==> config.mk <==
export PLATFORM = sky130hd
export DESIGN_NAME = flash_hv_ctrl
export DESIGN_NICKNAME = d
export VERILOG_FILES = /design/src/rtl/fhv_pkg.sv /design/src/rtl/fhv_arm_track.sv /design/src/rtl/fhv_ctrl_reg.sv /design/src/rtl/fhv_pump_div.sv /design/src/rtl/flash_hv_ctrl.sv
export SDC_FILE = /design/constraint.sdc
export NUM_CORES = 1
export LEC_CHECK = 0
export ABC_AREA = 1
export CAP_MARGIN = 20
export CORE_UTILIZATION = 37
export DETAILED_ROUTE_END_ITERATION = 8
export GPL_ROUTABILITY_DRIVEN = 0
export PLACE_DENSITY_LB_ADDON = 0.25
export SYNTH_ARGS = -nofsm -noshare
export SYNTH_HDL_FRONTEND = slang
export SYNTH_SLANG_ARGS = --single-unit
==> constraint.sdc <==
create_clock -name clk -period 1.3 [get_ports clk]
set_input_delay 0.26 -clock clk [delete_from_list [all_inputs] [get_ports clk]]
set_output_delay 0.26 -clock clk [all_outputs]
set_load 0.01 [all_outputs]
==> src/rtl/fhv_pkg.sv <==
package fhv_pkg;
  localparam int unsigned DATA_W    = 8;
  localparam int unsigned DIV_SEL_W = 2;
  localparam int unsigned CNT_W     = (1 << DIV_SEL_W) - 1;

  localparam int unsigned BIT_PROG   = 0;
  localparam int unsigned BIT_ERASE  = 1;
  localparam int unsigned BIT_MARGIN = 2;
  localparam int unsigned BIT_HV     = 3;
  localparam int unsigned CTRL_W     = 4;

  typedef struct packed {
    logic hv;
    logic margin;
    logic erase;
    logic prog;
  } ctrl_bits_t;
endpackage

==> src/rtl/fhv_arm_track.sv <==
module fhv_arm_track (
  input  logic clk,
  input  logic rst_n,
  input  logic mode_act,
  input  logic latch_wr,
  output logic armed
);
  logic armed_q;

  // The arming strobe only counts once a mode bit is already registered.
  always_ff @(posedge clk) begin
    if (!rst_n) armed_q <= 1'b0;
    else        armed_q <= mode_act & (armed_q | latch_wr);
  end

  assign armed = armed_q;

  p_armed_needs_mode_r4: assert property (@(posedge clk) disable iff (!rst_n)
    armed_q |-> $past(mode_act));
endmodule

==> src/rtl/fhv_ctrl_reg.sv <==
module fhv_ctrl_reg
  import fhv_pkg::*;
(
  input  logic              clk,
  input  logic              rst_n,
  input  logic              wr_hit,
  input  logic [CTRL_W-1:0] wdata,
  input  logic              armed,
  input  logic              bus_clk_ok,
  output ctrl_bits_t        bits
);
  ctrl_bits_t q, d;
  logic req_p, req_e, req_m, req_hv;
  logic hv_grant;

  assign req_p  = wdata[BIT_PROG];
  assign req_e  = wdata[BIT_ERASE];
  assign req_m  = wdata[BIT_MARGIN];
  assign req_hv = wdata[BIT_HV];

  // High voltage may only turn on from an armed, already selected mode.
  assign hv_grant = (q.prog | q.erase) & armed & bus_clk_ok;

  always_comb begin
    d = q;
    if (wr_hit) begin
      if (req_p && req_e) begin
        d.prog  = q.prog;
        d.erase = q.erase;
      end else begin
        d.prog  = req_p & ~q.erase;
        d.erase = req_e & ~q.prog;
      end
      if (!req_hv)   d.hv = 1'b0;
      else if (q.hv) d.hv = 1'b1;
      else           d.hv = hv_grant;
      d.margin = req_m;
    end
    d.hv     = d.hv & (d.prog | d.erase) & bus_clk_ok;
    d.margin = d.margin & ~d.hv;
  end

  always_ff @(posedge clk) begin
    if (!rst_n) q <= '0;
    else        q <= d;
  end

  assign bits = q;

  p_excl_r3: assert property (@(posedge clk) disable iff (!rst_n)
    !(q.prog && q.erase));
  p_hv_rise_armed_r4: assert property (@(posedge clk) disable iff (!rst_n)
    $rose(q.hv) |-> ($past(armed) && $past(bus_clk_ok)));
  p_margin_off_r5: assert property (@(posedge clk) disable iff (!rst_n)
    q.hv |-> !q.margin);
  p_hv_needs_mode_r6: assert property (@(posedge clk) disable iff (!rst_n)
    q.hv |-> (q.prog || q.erase));
  p_slow_clk_drop_r7: assert property (@(posedge clk) disable iff (!rst_n)
    (q.hv && !bus_clk_ok) |=> !q.hv);
endmodule

==> src/rtl/fhv_pump_div.sv <==
module fhv_pump_div
  import fhv_pkg::*;
(
  input  logic                 clk,
  input  logic                 rst_n,
  input  logic                 run,
  input  logic [DIV_SEL_W-1:0] div_sel,
  output logic                 pump_clk
);
  logic [CNT_W-1:0] cnt_q, lim;
  logic             tog_q;

  // Limit is 2^div_sel - 1: every bit below div_sel is set.
  always_comb begin
    for (int i = 0; i < CNT_W; i++) lim[i] = (i < int'(div_sel));
  end

  always_ff @(posedge clk) begin
    if (!rst_n || !run) begin
      cnt_q <= '0;
      tog_q <= 1'b0;
    end else if (cnt_q >= lim) begin
      cnt_q <= '0;
      tog_q <= ~tog_q;
    end else begin
      cnt_q <= cnt_q + 1'b1;
    end
  end

  assign pump_clk = tog_q & run;

  p_cnt_bound_r9: assert property (@(posedge clk) disable iff (!rst_n)
    run |-> (cnt_q <= lim) || $changed(div_sel));
endmodule

==> src/rtl/flash_hv_ctrl.sv <==
module flash_hv_ctrl
  import fhv_pkg::*;
(
  input  logic                 clk,
  input  logic                 rst_n,
  input  logic                 reg_sel,
  input  logic                 reg_wr,
  input  logic [DATA_W-1:0]    reg_wdata,
  output logic [DATA_W-1:0]    reg_rdata,
  input  logic [DIV_SEL_W-1:0] div_sel,
  input  logic                 bus_clk_ok,
  input  logic                 latch_wr,
  output logic                 pump_clk,
  output logic                 pump_en,
  output logic                 mode_prog,
  output logic                 mode_erase,
  output logic                 mode_margin
);
  ctrl_bits_t bits;
  logic       armed;
  logic       unused_wdata_hi;

  assign unused_wdata_hi = ^reg_wdata[DATA_W-1:CTRL_W];

  fhv_arm_track u_arm (
    .clk      (clk),
    .rst_n    (rst_n),
    .mode_act (bits.prog | bits.erase),
    .latch_wr (latch_wr),
    .armed    (armed)
  );

  fhv_ctrl_reg u_reg (
    .clk        (clk),
    .rst_n      (rst_n),
    .wr_hit     (reg_sel & reg_wr),
    .wdata      (reg_wdata[CTRL_W-1:0]),
    .armed      (armed),
    .bus_clk_ok (bus_clk_ok),
    .bits       (bits)
  );

  fhv_pump_div u_div (
    .clk      (clk),
    .rst_n    (rst_n),
    .run      (bits.hv),
    .div_sel  (div_sel),
    .pump_clk (pump_clk)
  );

  assign reg_rdata   = {{(DATA_W-CTRL_W){1'b0}}, bits};
  assign pump_en     = bits.hv;
  assign mode_prog   = bits.prog;
  assign mode_erase  = bits.erase;
  assign mode_margin = bits.margin;

  p_pump_gated_r8: assert property (@(posedge clk) disable iff (!rst_n)
    !pump_en |-> !pump_clk);
  p_upper_zero_r2: assert property (@(posedge clk) disable iff (!rst_n)
    reg_rdata[DATA_W-1:CTRL_W] == '0);
endmodule

# Word level (Yosys, flattened, before mapping)
# Cells that the tools add are included.
# classes
n_addsub	1
order_cmp	4
mux	4
bitwise	17
n_reduce_logical	5
# op_table
op	count
AND 1 bit	10
less-than comparator 1 x 2 -> 1 bit (first input constant)	2
2-to-1 mux 4 bit	1
inverter 1 bit	4
adder 3 x 1 -> 3 bit (second input constant)	1
greater-or-equal comparator 3 bit	1
bitwise OR 1 bit	3
logical NOT 1 bit	2
less-than comparator 2 bit (first input constant)	1
2-to-1 mux 1 bit	2
2-to-1 mux 2 bit	1
OR reduction 2 bit	1
logical AND 1 bit	1
logical OR 1 bit	1
# word_totals
register_bits	9
word_cells	38

# Logic depth before layout (Yosys ltp)
# Gate-level depths: netlist of the first run.
# logic_depth
ltp_word	11
depth_mapped	8

# Hierarchy
# A second synthesis of the first run with hierarchy kept.
# hier_totals
cells_unflattened	86
area_unflattened_um2	575.6
# by_module_without_submodules
module	instances	cells_each	area_per_inst_um2	seq_area_each_um2
fhv_pump_div	1	33	240.2	80.1
fhv_ctrl_reg	1	35	221.5	80.1
flash_hv_ctrl	1	14	82.6	0.0
fhv_arm_track	1	4	31.3	20.0

# Least setup slack after synthesis of the first run
# Ideal clock, no wire load.
# synth_timing
path_type	input-to-reg
from	in div_sel[0]
to	reg u_div.tog_q
setup_time_ns	0.113
t_arrival_ns	1.112
required_time_ns	1.187
setup_slack_ns	0.075
path_stages	6
n_path_buf	0
path_cell_list	or2_2 ha_1 nand3_1 nand3_1 nor2_1 nor2_1
# synth_between
elab_chain_cells	2
elab_cells_between_ends	4
cone_classes	order compare (4)
# synth_rtl
item	line_no	rtl
start: declaration	flash_hv_ctrl.sv:10	input logic [DIV_SEL_W-1:0] div_sel,
less-than comparator 1 x 2 -> 1 bit / less-than comparator 2 bit (equally long branches)	fhv_pump_div.sv:15	for (int i = 0; i < CNT_W; i++) lim[i] = (i < int'(div_sel));
greater-or-equal comparator 3 bit (*)	fhv_pump_div.sv:22	end else if (cnt_q >= lim) begin
end signal: assignment	fhv_pump_div.sv:24	tog_q <= ~tog_q;
end: declaration	fhv_pump_div.sv:11	logic tog_q;
# Every way passes the cells marked *; elsewhere a longest branch is shown, timed or not.
# A chain may end at the register's enable or synchronous reset.

# Worst setup path in the final report of the first run
# layout_timing
from	reg u_div.tog_q
to	out pump_clk
# layout_between
elab_chain_cells	1
# layout_rtl
item	line_no	rtl
AND 1 bit	fhv_pump_div.sv:30	assign pump_clk = tog_q & run;
end: declaration	flash_hv_ctrl.sv:13	output logic pump_clk,
# No other way between the ends.

==> impl_metrics.yaml, run 1 <==
logic_synthesis:
  synth_fa_ha_area_frac: 0.0895
  synth_edf_count: 0
  synth_area_leader_cell: "dfxtp_1"
  synth.area.top_cells: "dfxtp_1 (32%), buf_4 (11%), nand2_1 (9.4%), nor2_1 (9.4%), ha_1 (8.9%)"
  synth_top_family_by_area: "simple AND/OR/NAND/NOR gates"
  avgSynthCellArea_um2: 6.90
  synth_ff_type: "dfxtp_1"
  syn_area_um2: 559
  yosys_warnings: 0
  syn_inst: 81
  synth_cell_type_count: 18
  synth_xor_area_frac: 0.0157
  synthMuxAreaShare: 0
  synthSimpleGateAreaFrac: 0.333
  synth_top_area_frac: 0.322
  async_reset_ff_frac: 0
  postSynthRegisterBits: 9
  synth_compound_gate_area_share: 0.0447
  synth-seq-area-share: 0.322
hold_path:
  whs_path_depth: 1
  hold_class: "reg -> reg"
power:
  finalPower_mw: 0.632
  power.leakage_nw: 0.411
  p_per_area_nw_per_um2: 789
  peakVddDrop_mv: 0.441
sta:
  hold_viol_final: 0
  setup_viol: 0
  max_freq_ghz: 0.819
  rsz0062_at_grt: "false"
  finalCritPeriodShare: 0.939
  holdWs_ps: 448
  min_period_ps: 1220
  clock_skew_ps: 5.07
  layout_setup_ws_ps: 79.1
  tns_ps: 0
  slew_violations: 0
placed_design:
  pre_cts_ws_ps: -412
  io_buffers: 20
  hpwl_um: 873
  postPlaceCellArea_um2: 752
  placed_cells: 114
detailed_routing:
  routedWlPerCell_um: 9.19
  vias: 530
  wl_um: 1090
  viasPerCell: 4.49
  drtAntennaViolNets: 0
  drc: 0
  drt_pass1_iterations: 4
  drt_iter0_markers: 2
finish:
  layout_common_cells: "nand2_1 (14), nor2_1 (14), dlygate4sd2_1 (11), inv_1 (10), clkdlybuf4s50_1 (9)"
  drive_above_1_share: 0.194
  area_growth_pct: 43.4
  fin_area_um2: 802
  nets: 124
  final_core_util: 0.594
  nFillCells: 140
  diodes: 0
  layout.cells.non_filler: 118
floorplan:
  initial_utilization: 0.414
  chipWidth_um: 40.9
  core_um2: 1350
  rows: 13
  dieArea_um2: 1670
  io_pins: 29
  die_h_um: 40.9
run_status:
  status: "completed"
worst_setup_path:
  required_ps: 1040
  arrival_ps: 960
  cp_cell_sequence: "nand2_1 > inv_1 > dlygate4sd2_1"
  critical_path_class: "reg -> out"
  startpoint_type: "flop"
  worst-path-buf-inv: 2
  cp_num_cells: 3
  r2r_slack_ps: 170
  cp_top_family: "flip-flops"
  ff2ff_path_depth: 6
  critPathMaxStageDelay_ps: 360
  cp_slowest_cell: "dfxtp_1"
  end_kind: "output port"
  cp_max_fo: 3
global_routing:
  globalRouteTotalUtil: 0.160
  overflow: 0
  grt_max_degree: 6
  antenna_found_initial: 0
  first_global_vias: 456
  grt_pass1_wl_um: 1720
clock_tree:
  numCtsBuffers: 3
  cts.path.max_buffers: 2
  cts.sinks: 9
  clk_pin_slew_ps: 70
  htreeDepth: 1
  cts-root-buf: "clkbuf_4"
  clk-insertion-delay-late_ps: 260
  tritoncts: "built"
  cts_hold_buffers: 0
flow_run:
  cap_violations: 0
flip-flops by register name, summed over array words and instances (netlist names):
register / flops
u_arm.armed: 1
u_div.tog_q: 1
u_div.cnt_q: 3
u_reg.bits: 4
cell usage after synthesis (2+ instances only):
master   instances
buf_4            8
nor2_1          14
a21oi_1          2
o21ai_0          3
nand2_2          4
ha_1             4
inv_2            2
inv_1           10
nand2_1         14
dfxtp_1          9
nand3_1          4
cell families (layout without fill, tap and decap cells):
family,Yosys count,in the layout
buf+inv,20,39
flops,9,9
fa+ha+maj,4,4
other cells,1,4
compound gates,5,5
simple gates,41,41
xor+xnor,1,1
repair_timing:
action / 4_1_cts / 5_1_grt
endpoints found under the setup margin: 13 / 0
setup buffers: 0 / 0
gates resized for setup: 17 / 0
power by group:
part           total, mW  internal [mW]  switching (mW)
Sequential         0.288          0.283         0.00501
Combinational      0.129         0.0665          0.0626
Clock              0.216          0.118          0.0977
layer usage:
layer | wire length (um) | track usage
met1 | 466 | 0.168
met2 | 573 | 0.285
met3 | 39 | 0.0489
met4 | 5 | 0.0750
met5 | 0 | 0
final cells by class:
type,count,area (um^2),share of cell area
sequential,9,181,0.226
tap,15,18.8,0.0234
inverter,12,45.0,0.0562
clock buffer,4,26.3,0.0328
multi-input combinational,55,322,0.401
timing repair buffer,23,209,0.261
final timing paths:
path                                      from              to
worst min register to register  u_div.cnt_q[0]  u_div.cnt_q[0]
worst max-delay path               u_div.tog_q        pump_clk
worst max register to register  u_div.cnt_q[2]     u_div.tog_q
worst min-delay path            u_div.cnt_q[0]  u_div.cnt_q[0]
(Power assumes the default switching activity.)
==> inputs of run 2 (changes only) <==
--- a/config.mk
+++ b/config.mk
@@ -10,6 +10,7 @@
 export CORE_UTILIZATION = 37
 export DETAILED_ROUTE_END_ITERATION = 8
 export GPL_ROUTABILITY_DRIVEN = 0
+export GPL_TIMING_DRIVEN = 1
 export PLACE_DENSITY_LB_ADDON = 0.25
 export SYNTH_ARGS = -nofsm -noshare
 export SYNTH_HDL_FRONTEND = slang
==> results of run 2 <==
The final DEF is identical to that of run 1; final timing and power are the same.
==> inputs of run 3 (changes only) <==
--- a/config.mk
+++ b/config.mk
@@ -6,7 +6,8 @@
 export NUM_CORES = 1
 export LEC_CHECK = 0
 export ABC_AREA = 1
-export CAP_MARGIN = 20
+export CAP_MARGIN = 0
+export CORE_MARGIN = 2
 export CORE_UTILIZATION = 37
 export DETAILED_ROUTE_END_ITERATION = 8
 export GPL_ROUTABILITY_DRIVEN = 0
==> run 3 against run 2 <==
Global-route usage shrank 2.8 points; sequential power is essentially flat; clock skew shrank 2.0 ps; total power grew 0.41%; fmax shrank 0.78%; first-iteration DRC count grew 100%; routed wire length is essentially flat; via count shrank 3.2%; die area grew 10%; core utilization shrank 4.2 points; final cell count grew 0.85%; critical path type unchanged; largest power group unchanged.
==> impl_metrics.yaml, run 3 (same netlist as run 1, synthesis figures left out) <==
run_status:
  status: "completed"
floorplan:
  core_um2: 1450
  rows: 14
  die_h_um: 42.9
  chipWidth_um: 42.9
  io_pins: 29
  initial_utilization: 0.385
  dieArea_um2: 1840
clock_tree:
  cts_hold_buffers: 0
  tritoncts: "built"
  cts-root-buf: "clkbuf_4"
  ctsResizeCount: 17
  post_cts_buffers: 0
  cts.sinks: 9
  clk_pin_slew_ps: 60
  numCtsBuffers: 3
  clk-insertion-delay-late_ps: 260
  cts.path.max_buffers: 2
  htreeDepth: 1
power:
  peakVddDrop_mv: 0.493
  power.leakage_nw: 0.411
  p_clk_frac: 0.344
  pwr-share-comb: 0.203
  p_sw_mw: 0.167
  seq_power_share: 0.452
  finalPower_mw: 0.635
  p_per_area_nw_per_um2: 791
  p_int_mw: 0.468
  swShare: 0.263
detailed_routing:
  routedWlPerCell_um: 9.13
  viasPerCell: 4.31
  vias: 513
  drt_iter0_markers: 4
  drtAntennaViolNets: 0
  drt_pass1_iterations: 4
  wl_um: 1090
  drc: 0
finish:
  diodes: 0
  area_growth_pct: 43.6
  nets: 124
  largest_reg_flops: 4
  drive_above_1_share: 0.194
  nFillCells: 155
  layout.cells.non_filler: 119
  layout_common_cells: "nand2_1 (14), nor2_1 (14), dlygate4sd2_1 (11), inv_1 (10), clkdlybuf4s50_1 (9)"
flow_run:
  cap_violations: 0
worst_setup_path:
  cp_top_family: "flip-flops"
  critical_path_class: "reg -> out"
  end_kind: "output port"
  cp_cell_sequence: "nand2_1 > inv_1 > dlygate4sd2_1"
  required_ps: 1040
  arrival_ps: 970
  cp_slowest_cell: "dfxtp_1"
  critPathMaxStageDelay_ps: 360
  worst-path-buf-inv: 2
  cp_max_fo: 3
  startpoint_type: "flop"
sta:
  setup_viol: 0
  max_freq_ghz: 0.813
  layout_setup_ws_ps: 69.5
  slew_violations: 0
  hold_viol_final: 0
  finalCritPeriodShare: 0.947
  clock_skew_ps: 3.04
  rsz0062_at_grt: "false"
  tns_ps: 0
  min_period_ps: 1230
global_routing:
  grt_pass1_wl_um: 1760
  first_global_vias: 449
  grt_max_degree: 6
  antenna_found_initial: 0
  overflow: 0
  globalRouteTotalUtil: 0.132
hold_path:
  hold_class: "reg -> reg"
placed_design:
  hpwl_um: 841
  placed_cells: 115
  io_buffers: 20
  pre_cts_ws_ps: -423
==> run 3: cell counts in the layout (fill, tap and decap cells not counted) <==
No cell type changed its count.
==> run 3: layer usage <==
layer / share of wire / track usage / vias to the layer above
met4: 0.025 / 0.0938 / 0
met3: 0.045 / 0.0383 / 4
met1: 0.45 / 0.140 / 212
met5: 0 / 0 / -
li1: - / - / 282
met2: 0.48 / 0.221 / 15
==> run 3: layout make-up <==
type,instances,area (um^2),area share
multi-input cells,55,322,0.400
flip-flops and latches,9,181,0.226
clock buffers,4,26.3,0.0327
repair buffers,23,209,0.260
well taps,16,20.0,0.0249
inverters,12,45.0,0.0561
==> run 3: power by group through the flow <==
stage | clock network, mW | registers [mW] | logic (mW)
detailed placement | 0 | 0.294 | 0.131
global placement | 0 | 0.294 | 0.130
floorplan | 0 | 0.297 | 0.0721
global route | 0.250 | 0.288 | 0.143
finish | 0.219 | 0.287 | 0.129
CTS | 0.224 | 0.288 | 0.129
==> run 3: worst register-to-register path, stage by stage, from the launching register on <==
cell     delay, ps
dfxtp_1        390
ha_4           240
a21oi_2        160
nand3_1        110
nand2_1         70
nand2_1         40
nor2_1          80
==> run 3: path summary, 6_finish.rpt <==
path / start / endpoint / slack (ps) / cells past startpoint
setup / recovery: u_div.tog_q / pump_clk / 70 / 3
hold / removal: u_div.cnt_q[0] / u_div.cnt_q[0] / 450 / 1
setup reg to reg: u_div.cnt_q[2] / u_div.tog_q / 150 / 6
hold reg to reg: u_div.cnt_q[0] / u_div.cnt_q[0] / 450 / 1
==> run 3: through the flow <==
| stage | hold slack (ps) | cell area [um^2] | utilization |
|---|---|---|---|
| floorplan | 396 | 571 | - |
| global placement | 432 | 753 | 0.518 |
| detailed placement | 441 | 753 | 0.518 |
| CTS | 453 | 803 | 0.552 |
| global route | 470 | 803 | 0.552 |
| finish | 446 | 803 | 0.552 |
